### config.mk
export PLATFORM = sky130hd
export DESIGN_NAME = lane_sync_monitor
export DESIGN_NICKNAME = d
export VERILOG_FILES = /design/src/rtl/lsm_pkg.sv /design/src/rtl/lsm_cfg.sv /design/src/rtl/lsm_acquire.sv /design/src/rtl/lsm_loss.sv /design/src/rtl/lane_sync_monitor.sv
export SDC_FILE = /design/constraint.sdc
export NUM_CORES = 1
export LEC_CHECK = 0
export BUFFER_PORTS_ARGS = -buffer_cell sky130_fd_sc_hd__buf_2
export CORE_ASPECT_RATIO = 1.5
export CORE_MARGIN = 4
export CORE_UTILIZATION = 40
export CTS_CLUSTER_DIAMETER = 150
export DETAILED_ROUTE_END_ITERATION = 8
export PLACE_DENSITY_LB_ADDON = 0.3
export SETUP_SLACK_MARGIN = 0.15
export SKIP_CTS_REPAIR_TIMING = 1
export SLEW_MARGIN = 20
export SYNTH_ARGS = -nofsm -noshare
export SYNTH_HDL_FRONTEND = slang
export SYNTH_HIERARCHICAL = 1
export SYNTH_SLANG_ARGS = --single-unit
### constraint.sdc
create_clock -name clk -period 4.6 [get_ports clk]
set_clock_uncertainty 0.05 [all_clocks]
set_input_delay 0.92 -clock clk [delete_from_list [all_inputs] [get_ports clk]]
set_output_delay 0.92 -clock clk [all_outputs]
set_load 0.01 [all_outputs]
### src/rtl/lsm_pkg.sv
package lsm_pkg;
  typedef enum logic {
    ST_HUNT   = 1'b0,
    ST_LOCKED = 1'b1
  } lsm_state_t;
endpackage

### src/rtl/lsm_cfg.sv
// Captures the thresholds while reset is asserted and holds them afterwards.
module lsm_cfg #(
  parameter int ACQ_W  = 8,
  parameter int LOSS_W = 6,
  parameter int GOOD_W = 8
) (
  input  logic              clk,
  input  logic              rst_n,
  input  logic [ACQ_W-1:0]  acq_in,
  input  logic [LOSS_W-1:0] loss_in,
  input  logic [GOOD_W-1:0] good_in,
  output logic [ACQ_W-1:0]  acq_q,
  output logic [LOSS_W-1:0] loss_q,
  output logic [GOOD_W-1:0] good_q
);
  always_ff @(posedge clk) begin
    if (!rst_n) begin
      acq_q  <= acq_in;
      loss_q <= loss_in;
      good_q <= good_in;
    end
  end
endmodule

### src/rtl/lsm_acquire.sv
// Counts synchronization groups while hunting; wraps to zero on completion.
module lsm_acquire #(
  parameter int ACQ_W = 8
) (
  input  logic             clk,
  input  logic             rst_n,
  input  logic             en,
  input  logic             grp_valid,
  input  logic             grp_is_sync,
  input  logic             grp_is_err,
  input  logic [ACQ_W-1:0] thr_m1,
  output logic             done
);
  logic [ACQ_W-1:0] cnt_q;
  logic             take;

  assign take = en && grp_valid;
  assign done = take && !grp_is_err && grp_is_sync && (cnt_q == thr_m1);

  always_ff @(posedge clk) begin
    if (!rst_n) begin
      cnt_q <= '0;
    end else if (take) begin
      if (grp_is_err) begin
        cnt_q <= '0;
      end else if (grp_is_sync) begin
        cnt_q <= (cnt_q == thr_m1) ? '0 : cnt_q + 1'b1;
      end
    end
  end
endmodule

### src/rtl/lsm_loss.sv
// Error count with good-run hysteresis while locked.
module lsm_loss #(
  parameter int LOSS_W = 6,
  parameter int GOOD_W = 8
) (
  input  logic              clk,
  input  logic              rst_n,
  input  logic              en,
  input  logic              grp_valid,
  input  logic              grp_is_err,
  input  logic [LOSS_W-1:0] loss_m1,
  input  logic [GOOD_W-1:0] good_m1,
  output logic [LOSS_W-1:0] err_level,
  output logic              loss_hit
);
  logic [LOSS_W-1:0] err_q;
  logic [GOOD_W-1:0] good_q;
  logic              take;
  logic              err_zero;

  assign take      = en && grp_valid;
  assign err_zero  = (err_q == '0);
  assign loss_hit  = take && grp_is_err && (err_q == loss_m1);
  assign err_level = err_q;

  always_ff @(posedge clk) begin
    if (!rst_n) begin
      err_q  <= '0;
      good_q <= '0;
    end else if (take) begin
      if (grp_is_err) begin
        good_q <= '0;
        err_q  <= (err_q == loss_m1) ? '0 : err_q + 1'b1;
      end else if (!err_zero) begin
        if (good_q == good_m1) begin
          good_q <= '0;
          err_q  <= err_q - 1'b1;
        end else begin
          good_q <= good_q + 1'b1;
        end
      end
    end
  end
endmodule

### src/rtl/lane_sync_monitor.sv
module lane_sync_monitor
  import lsm_pkg::*;
#(
  parameter int ACQ_W  = 8,
  parameter int LOSS_W = 6,
  parameter int GOOD_W = 8
) (
  input  logic              clk,
  input  logic              rst_n,
  input  logic [ACQ_W-1:0]  cfg_acq_m1,
  input  logic [LOSS_W-1:0] cfg_loss_m1,
  input  logic [GOOD_W-1:0] cfg_good_m1,
  input  logic              grp_valid,
  input  logic              grp_is_sync,
  input  logic              grp_is_err,
  output logic              sync_status
);
  lsm_state_t        state_q, state_d;
  logic [ACQ_W-1:0]  acq_thr_q;
  logic [LOSS_W-1:0] loss_thr_q;
  logic [GOOD_W-1:0] good_thr_q;
  logic [LOSS_W-1:0] err_level;
  logic              acq_done;
  logic              loss_hit;
  logic              hunting;
  logic              locked;

  assign hunting = (state_q == ST_HUNT);
  assign locked  = (state_q == ST_LOCKED);

  lsm_cfg #(.ACQ_W(ACQ_W), .LOSS_W(LOSS_W), .GOOD_W(GOOD_W)) u_cfg (
    .clk     (clk),
    .rst_n   (rst_n),
    .acq_in  (cfg_acq_m1),
    .loss_in (cfg_loss_m1),
    .good_in (cfg_good_m1),
    .acq_q   (acq_thr_q),
    .loss_q  (loss_thr_q),
    .good_q  (good_thr_q)
  );

  lsm_acquire #(.ACQ_W(ACQ_W)) u_acq (
    .clk         (clk),
    .rst_n       (rst_n),
    .en          (hunting),
    .grp_valid   (grp_valid),
    .grp_is_sync (grp_is_sync),
    .grp_is_err  (grp_is_err),
    .thr_m1      (acq_thr_q),
    .done        (acq_done)
  );

  lsm_loss #(.LOSS_W(LOSS_W), .GOOD_W(GOOD_W)) u_loss (
    .clk        (clk),
    .rst_n      (rst_n),
    .en         (locked),
    .grp_valid  (grp_valid),
    .grp_is_err (grp_is_err),
    .loss_m1    (loss_thr_q),
    .good_m1    (good_thr_q),
    .err_level  (err_level),
    .loss_hit   (loss_hit)
  );

  always_comb begin
    state_d = state_q;
    unique case (state_q)
      ST_HUNT:   if (acq_done) state_d = ST_LOCKED;
      ST_LOCKED: if (loss_hit) state_d = ST_HUNT;
      default:   state_d = ST_HUNT;
    endcase
  end

  always_ff @(posedge clk) begin
    if (!rst_n) state_q <= ST_HUNT;
    else        state_q <= state_d;
  end

  assign sync_status = locked;
endmodule

Word level (Yosys, flattened, before mapping)
Index checks and enable logic that the tools add are counted.
- $add $sub $neg: 4
- multiply operators: 0
- divide/modulo/power cells: 0
- magnitude comparators: 0
- equal/unequal tests: 4
- shift operators: 0
- multiplexer cells: 13
- bitwise logic cells: 1
- reduce and logical (&&, ||, !) cells: 14
- operators by type and width (cell ; count):
    8-bit 2-to-1 mux ; 6
    6-bit 2-to-1 mux ; 4
    8-bit by 1-bit adder with 8-bit output (second input constant) ; 2
    8-bit == test ; 2
    1-bit logical AND ; 7
    6-bit by 1-bit adder with 6-bit output (second input constant) ; 1
    6-bit == test ; 1
    6-bit zero test ; 1
    6-bit by 1-bit subtractor with 6-bit output (second input constant) ; 1
    2-bit AND reduction ; 2
    2-bit nonzero test ; 2
    3-bit AND reduction ; 1
    1-bit 2-to-1 mux ; 2
    2-bit inequality test (second input constant) ; 1
    1-bit one-hot mux with 2 select lines ; 1
    1-bit zero test ; 1
    1-bit NOT ; 1
- register bits after elaboration: 45
- bits in latches: 0
- bits in writable memories: 0
- bits in read-only memories: 0
- bits of input ports: 27
- output and inout bits: 1
- word-level logic and storage cells: 43
- memories kept: 0

Longest topological paths before layout
Gate-level depths: netlist (run 1).
- depth in word-level cells: 7
- depth in mapped cells: 8
- gate-level depth less buffers: 7

Hierarchy
Netlist (run 1), hierarchy kept.
- modules (own cells, without submodules) (module ; times used ; cells each ; area an instance (sq um) ; seq. area each (sq um)):
    lsm_loss ; 1 ; 138 ; 1046.0 ; 280.3
    lsm_cfg ; 1 ; 23 ; 664.4 ; 660.6
    lsm_acquire ; 1 ; 61 ; 510.5 ; 160.2
    lane_sync_monitor ; 1 ; 5 ; 55.1 ; 20.0

Least setup slack after synthesis (run 1)
Ideal clock, no wire load.
- path type: input to register
- from: in grp_is_err
- to: reg u_loss.good_q[6]
- arrival time: 1.883 ns
- slack: 2.593 ns
- stages: 4
- buffers on the path: 0
- cell sequence: nor4_1 -> a31o_2 -> or4_1 -> a31oi_1
- word-level cells in the longest chain between the ends: 2
- ends and longest elaborated chain (element ; RTL line ; text):
    from (decl) ; lane_sync_monitor.sv:15 ; input logic grp_is_err,
    2-bit inequality test (no line) ; -- ;
    2-bit AND reduction (no line) ; -- ;
    to (signal assigned) ; lsm_loss.sv:39 ; good_q <= good_q + 1'b1;
    to (decl) ; lsm_loss.sv:17 ; logic [GOOD_W-1:0] good_q;
Parallel ways exist; a longest one is shown, timed or not.
A chain may end at the register's enable or synchronous reset.

Final worst setup path (run 1)
- from: in grp_is_err
- to: reg u_loss.err_q[1], in the netlist u_loss/err_level[1]
- word-level cells in the longest chain between the ends: 2
- ends and longest elaborated chain (element ; RTL line ; text):
    2-bit inequality test (no line) / 2-bit nonzero test (equally long branches) ; -- ;
    3-bit AND reduction (no line) ; -- ;
    to (signal assigned) ; lsm_loss.sv:33 ; err_q <= (err_q == loss_m1) ? '0 : err_q + 1'b1;
    to (signal assigned) ; lsm_loss.sv:37 ; err_q <= err_q - 1'b1;
    to (decl) ; lsm_loss.sv:16 ; logic [LOSS_W-1:0] err_q;
Parallel ways exist; a longest one is shown, timed or not.

==> reports/qor.csv, run 1 <==
metric,value,unit
io-pin-count,28,
rsz0062_at_grt,false,
clk_pin_slew,90,ps
path_max_fanout,19,
report.final.slew_viol_count,0,
cp_data_required_time,4720,ps
drt_pass1_iterations,4,
cp-end-kind,flop,
groute.usage.overall,14.31,%
clock-sinks,45,
fin_util,46.64,%
p_int,621.7,uW
drive_above_1_share,17.86,%
reg2reg_depth,5,
hp-class,reg -> reg,
area_growth,12.53,%
insertion_delay,300,ps
holdPathStages,2,
p_leak,0.9345,nW
die_y,100.4,microns
setup_slack,2236,ps
synth_edf_count,22,
tightestPinTransition,969.9,ps
outcome,"complete, no violations",
port-buffer-count,27,
num_antenna_cells,0,
synth_cells,227,
ys.flop_type,dfxtp_1,
clock.fmax,422.9,MHz
grt_max_degree,23,
yosys-top-cells-area,"edfxtp_1 (29%), dfxtp_1 (20%), xor2_1 (8.9%)",
synth_cell_types,49,
ys_ff_latch,45,
drc_errors,0,
tns,0,ps
yosysTopAreaCell,edfxtp_1,
timing.slew.headroom,35.34,%
post-place-ws,2053,ps
start_util,41.44,%
switching_share,21.06,%
peakVddDrop,203.1,uV
grt_pass1_wl,7997,microns
cp_top_family,compound AO/OA/AOI/OAI gates,
dpl_cell_area,2450,sq um
worst_setup_path_start_kind,primary input,
dp_hpwl,3372,microns
drv_cap,0,
synth_top_area_share,29.03,%
post-route-min-period,2364,ps
num-nets-final,283,
power.total,787.6,uW
wl_per_cell,14.46,microns
p_comb_share,6.1,%
critPathArrivalTime,2480,ps
vias,1767,
die_w,69.59,microns
wl,4657,microns
ys_seq_area_share,49.26,%
cts_buffer_depth,2,
netlist_area,2276,sq um
grt_antenna_before_repair,0,
worst-path-buf-inv,1,
hold_viol,0,
cp_num_cells,5,
initialDrtViolationCount,61,
worst-setup-path-type,in -> reg,
setup_viol,0,
crit_slowest_cell,a31oi_1,
seqPwrFrac,56.6,%
synth-warning-count,6,
worstPathCellList,buf_2 > nor4_1 > a31oi_1 > nand2_1 > a221oi_1,
nFillCells,508,
antenna_left,0,
numCtsBuffers,5,
syn_nets,259,
switching_power,165.9,uW
async_reset_ff_share,0,%
grt_pass1_vias,1762,
cts_root_buffer,clkbuf_8,
max_stage_delay,500,ps
cts_tree,done,
cts_max_level,2,
syn_area_per_cell,10.03,sq um
overflow,0,
rows,33,
p_per_area,307.5,nW/um^2
final_area,2561,sq um
coreArea,5492,sq um
die_area,6986,sq um
final.period_utilization,51.40,%
clkPwrFrac,37.3,%
avgViaCountPerCell,5.488,
gp_congestion,0.7332,
through the flow:
step                      hold WS, ps  cells
after floorplan                 422.4    227
after global placement          443.0    314
after detailed placement        446.9    314
after CTS                       459.2    322
after global routing            482.2    322
final                           457.3    322
cell usage in the layout, fill, tap and decap left out, types with 4 or more instances in the layout:
cell / Yosys / layout
o21ai_0: 9 / 9
nand3_1: 16 / 16
edfxtp_1: 22 / 22
inv_1: 8 / 8
xor2_1: 23 / 23
clkbuf_8: 0 / 5
ha_1: 5 / 5
nor2_1: 12 / 12
dfxtp_1: 23 / 23
a21oi_1: 8 / 8
buf_2: 4 / 27
xnor2_1: 4 / 4
nor4_1: 5 / 5
a31oi_1: 5 / 5
nand2_1: 26 / 26
cell type report:
cell class	instances	area, sq um	share of cell area, %
inverters	8	30.03	1.172
clock inverters	2	38.79	1.514
multi-input cells	164	1076	42.01
clock buffers	6	72.57	2.833
flip-flops and latches	45	1121	43.77
well taps	70	87.58	3.420
repair buffers	27	135.1	5.276
Yosys cell counts (2+ instances only):
master / count
nand2_1: 26
dfxtp_1: 23
xor2_1: 23
edfxtp_1: 22
nand3_1: 16
nor2_1: 12
o21ai_0: 9
a21oi_1: 8
inv_1: 8
a31oi_1: 5
ha_1: 5
nor4_1: 5
buf_2: 4
xnor2_1: 4
a311oi_1: 3
clkbuf_1: 3
o22ai_1: 3
o32ai_1: 3
or4_1: 3
a211oi_1: 2
a31o_2: 2
a32oi_1: 2
and3_1: 2
clkbuf_2: 2
nand4_1: 2
nor2b_1: 2
nor4_2: 2
o211ai_1: 2
or2_2: 2
or3_1: 2
or3_2: 2
sequential cells by signal, indices dropped and copies added, names as in the netlist:
| name | count |
|---|---|
| u_loss/err_level | 6 |
| u_loss/good_q | 8 |
| u_acq/cnt_q | 8 |
| u_cfg/loss_q | 6 |
| sync_status | 1 |
| u_cfg/good_q | 8 |
| u_cfg/acq_q | 8 |
routing by layer:
metal  vias up  part of all wire, %  global-route usage (%)
met5         -                    0                       0
met4         0                  2.9                   7.519
met3        11                  3.8                   3.407
met2        38                   54                   26.40
met1       835                   39                   14.86
li1        883                    -                       -
power by group through the flow:
stage	registers (mW)	clock network [mW]	logic (mW)
floorplan	0.453	0	0.0300
global placement	0.455	0	0.0475
detailed placement	0.455	0	0.0483
CTS	0.446	0.302	0.0485
global route	0.447	0.320	0.0545
finish	0.445	0.294	0.0483
worst reg2reg max path, cell delays in order, from the launching register on:
cell and delay, ps:
dfxtp_1 540, inv_1 150, ha_1 240, a31oi_1 490, nand2_1 210, a221oi_1 430
logic make-up (layout without fill, tap and decap cells):
group | Yosys count | count (layout) | synth area share (%)
AOI/OAI and AO/OA | 48 | 48 | 14.51
xor gates and xnor gates | 27 | 27 | 10.39
adders and majority gates | 5 | 5 | 2.749
buffers and inverters | 18 | 43 | 3.464
DFF | 45 | 45 | 49.26
muxes | 1 | 1 | 0.4398
and+or+nand+nor | 83 | 83 | 19.19
worst paths after layout:
kind	from	end	slack (ps)
setup / recovery	grp_is_err	u_loss/err_level[1]	2240
hold / removal	u_loss/err_level[5]	u_loss/err_level[5]	460
hold reg to reg	u_loss/err_level[5]	u_loss/err_level[5]	460
setup reg to reg	u_loss/err_level[0]	u_loss/err_level[1]	2350
(Power assumes the default switching activity.)
==> inputs of run 2 (changes only) <==
ABC_AREA = 1   (was unset)
clock period = 2.19 ns   (was 4.6 ns; I/O delays follow)
==> run 2 against run 1 <==
Against the previous run: clock power up 120%; sequential power rose by 110%; utilization is 0.46 points higher; final cell count up 29%; largest cell class unchanged; non-clock buffer count rose by 2; worst hold slack got worse by 190 ps; critical path type is now reg -> reg; sequential share of layout area shrank 2.9 points; via count increased by 8.3%; critical path depth up 5; global-route usage is 1.6 points lower.
==> reports/qor.csv, run 2 <==
metric,value,unit
groute.usage.overall,12.75,%
hp-class,in -> reg,
cp_data_required_time,2370,ps
timing.slew.headroom,60.30,%
p_leak,1.233,nW
ys.flop_type,dfxtp_1,
yosysMostFrequentCell,nand2_1,
grt_antenna_before_repair,0,
tns,0,ps
final_cell_mix,"nand2_1 (95), nor2_1 (40), inv_1 (39)",
clock.fmax,584.2,MHz
reg2reg_to,u_loss/good_q[1],
multi_input_area,1110,sq um
yosysTopAreaCell,edfxtp_1,
crit_slowest_cell,dfxtp_1,
die_area,7401,sq um
peakVddDrop,523.6,uV
post-route-min-period,1712,ps
netlist_area,2426,sq um
ys_ff_latch,45,
layout_commonest_cell,nand2_1,
cts_max_level,2,
vias,1913,
synth-warning-count,6,
max_stage_delay,350,ps
num_antenna_cells,0,
post-place-ws,488.1,ps
antenna_left,0,
fin_util,47.10,%
synth_top_area_share,27.23,%
drv_cap,0,
clock-sinks,45,
worst-setup-path-type,reg -> reg,
cts_root_buffer,clkbuf_8,
cp-end-kind,flop,
numCtsBuffers,5,
power.total,1.684,mW
drt_pass1_iterations,4,
num-nets-final,374,
worstPathCellList,inv_1 > ha_1 > inv_1 > nor2_1 > nand3_2 > nand2_4 > inv_2 > nand2_2 > nand2_2 > a21oi_1,
synthTopCellsByCount,"nand2_1 (95), nor2_1 (40), inv_1 (39), dfxtp_1 (23), edfxtp_1 (22)",
coreArea,5828,sq um
grt_pass1_wl,7341,microns
insertion_delay,290,ps
path_max_fanout,13,
ys_seq_area_share,46.21,%
critPathArrivalTime,1890,ps
rsz0062_at_grt,false,
overflow,0,
drc_errors,0,
rows,34,
worst_setup_path_start_kind,flop,
holdPathStages,1,
avgViaCountPerCell,4.610,
hold_viol,0,
register_area,1121,sq um
tightestPinTransition,594.3,ps
die_y,103.4,microns
reg2reg_slack,480,ps
syn_nets,343,
port-buffer-count,27,
start_util,41.63,%
synth_cells,311,
crit_path_start,u_loss/err_level[0],
initialDrtViolationCount,109,
die_w,71.59,microns
reg2reg_depth,10,
setup_viol,0,
crit_end,u_loss/good_q[1],
synth_cell_types,27,
outcome,"complete, no violations",
gp_congestion,0.9031,
wl_per_cell,10.70,microns
p_per_area,613.5,nW/um^2
clk_pin_slew,80,ps
yosys-top-cells-area,"edfxtp_1 (27%), dfxtp_1 (19%), nand2_1 (15%)",
async_reset_ff_share,0,%
report.final.slew_viol_count,0,
grt_pass1_vias,1710,
drive_above_1_share,15.16,%
r2r-start,u_loss/err_level[0],
nFillCells,558,
cts_buffer_depth,2,
setup_slack,478.2,ps
final.period_utilization,78.17,%
grt_max_degree,16,
cts_tree,done,
syn_area_per_cell,7.801,sq um
area_growth,13.15,%
wl,4439,microns
dp_hpwl,3393,microns
synth_edf_count,22,
io-pin-count,28,
[run 2: changes by cell type after synthesis, moves of 7 or more]
cell	delta
nand2_1	+69
inv_1	+31
nor2_1	+28
xor2_1	-13
xnor2_1	+7
[run 2: worst min-delay path by stage]
stage,startpoint,end,slack [ps]
2_1_floorplan,u_acq/cnt_q[4],u_acq/cnt_q[4],420
3_3_place_gp,u_acq/cnt_q[4],u_acq/cnt_q[4],440
3_5_place_dp,u_acq/cnt_q[4],u_acq/cnt_q[4],450
4_1_cts,cfg_good_m1[0],u_cfg/good_q[0],260
5_1_grt,cfg_good_m1[4],u_cfg/good_q[4],250
6_report,cfg_good_m1[0],u_cfg/good_q[0],270
[run 2: cell families after synthesis]
logic type | synth area share, %
buffers and inverters | 8.045
DFF | 46.21
and+or+nand+nor | 30.74
AOI/OAI and AO/OA | 4.848
adders and majority gates | 2.579
xor gates and xnor gates | 7.581
[run 2: area by class of cell]
cell class / count / share of cell area, %
sequential: 45 / 40.84
multi-input combinational: 219 / 40.43
inverter: 42 / 5.743
timing repair buffer: 29 / 5.469
tap: 72 / 3.282
clock buffer: 7 / 3.145
clock inverter: 1 / 1.094
[run 2: power by group]
group / total, mW / internal (mW) / switching [mW]
Combinational: 0.115 / 0.0493 / 0.0661
Sequential: 0.936 / 0.920 / 0.0162
Clock: 0.633 / 0.372 / 0.261
Total: 1.68 / 1.34 / 0.343
[run 2: critical path: cells and delay by family (launching register included)]
family / cells / cell delay (ps)
AOI/OAI and AO/OA: 1 / 140
adders and majority gates: 1 / 170
buffers and inverters: 3 / 260
DFF: 1 / 350
and+or+nand+nor: 5 / 690
[run 2: metrics by stage]
stage | hold slack [ps] | area [sq um] | std cells
finish | 267.0 | 2745 | 415
CTS | 260.2 | 2745 | 415
detailed placement | 445.1 | 2629 | 407
global placement | 438.9 | 2629 | 407
floorplan | 417.1 | 2426 | 311
global route | 250.8 | 2745 | 415
[run 2: per-layer routing]
| metal | up-vias | global-route usage [%] | wire length [microns] |
|---|---|---|---|
| met2 | 34 | 22.80 | 2202 |
| met3 | 6 | 2.901 | 234 |
| li1 | 1029 | - | - |
| met1 | 844 | 14.16 | 1900 |
| met4 | 0 | 6.223 | 102 |
| met5 | - | 0 | 0 |
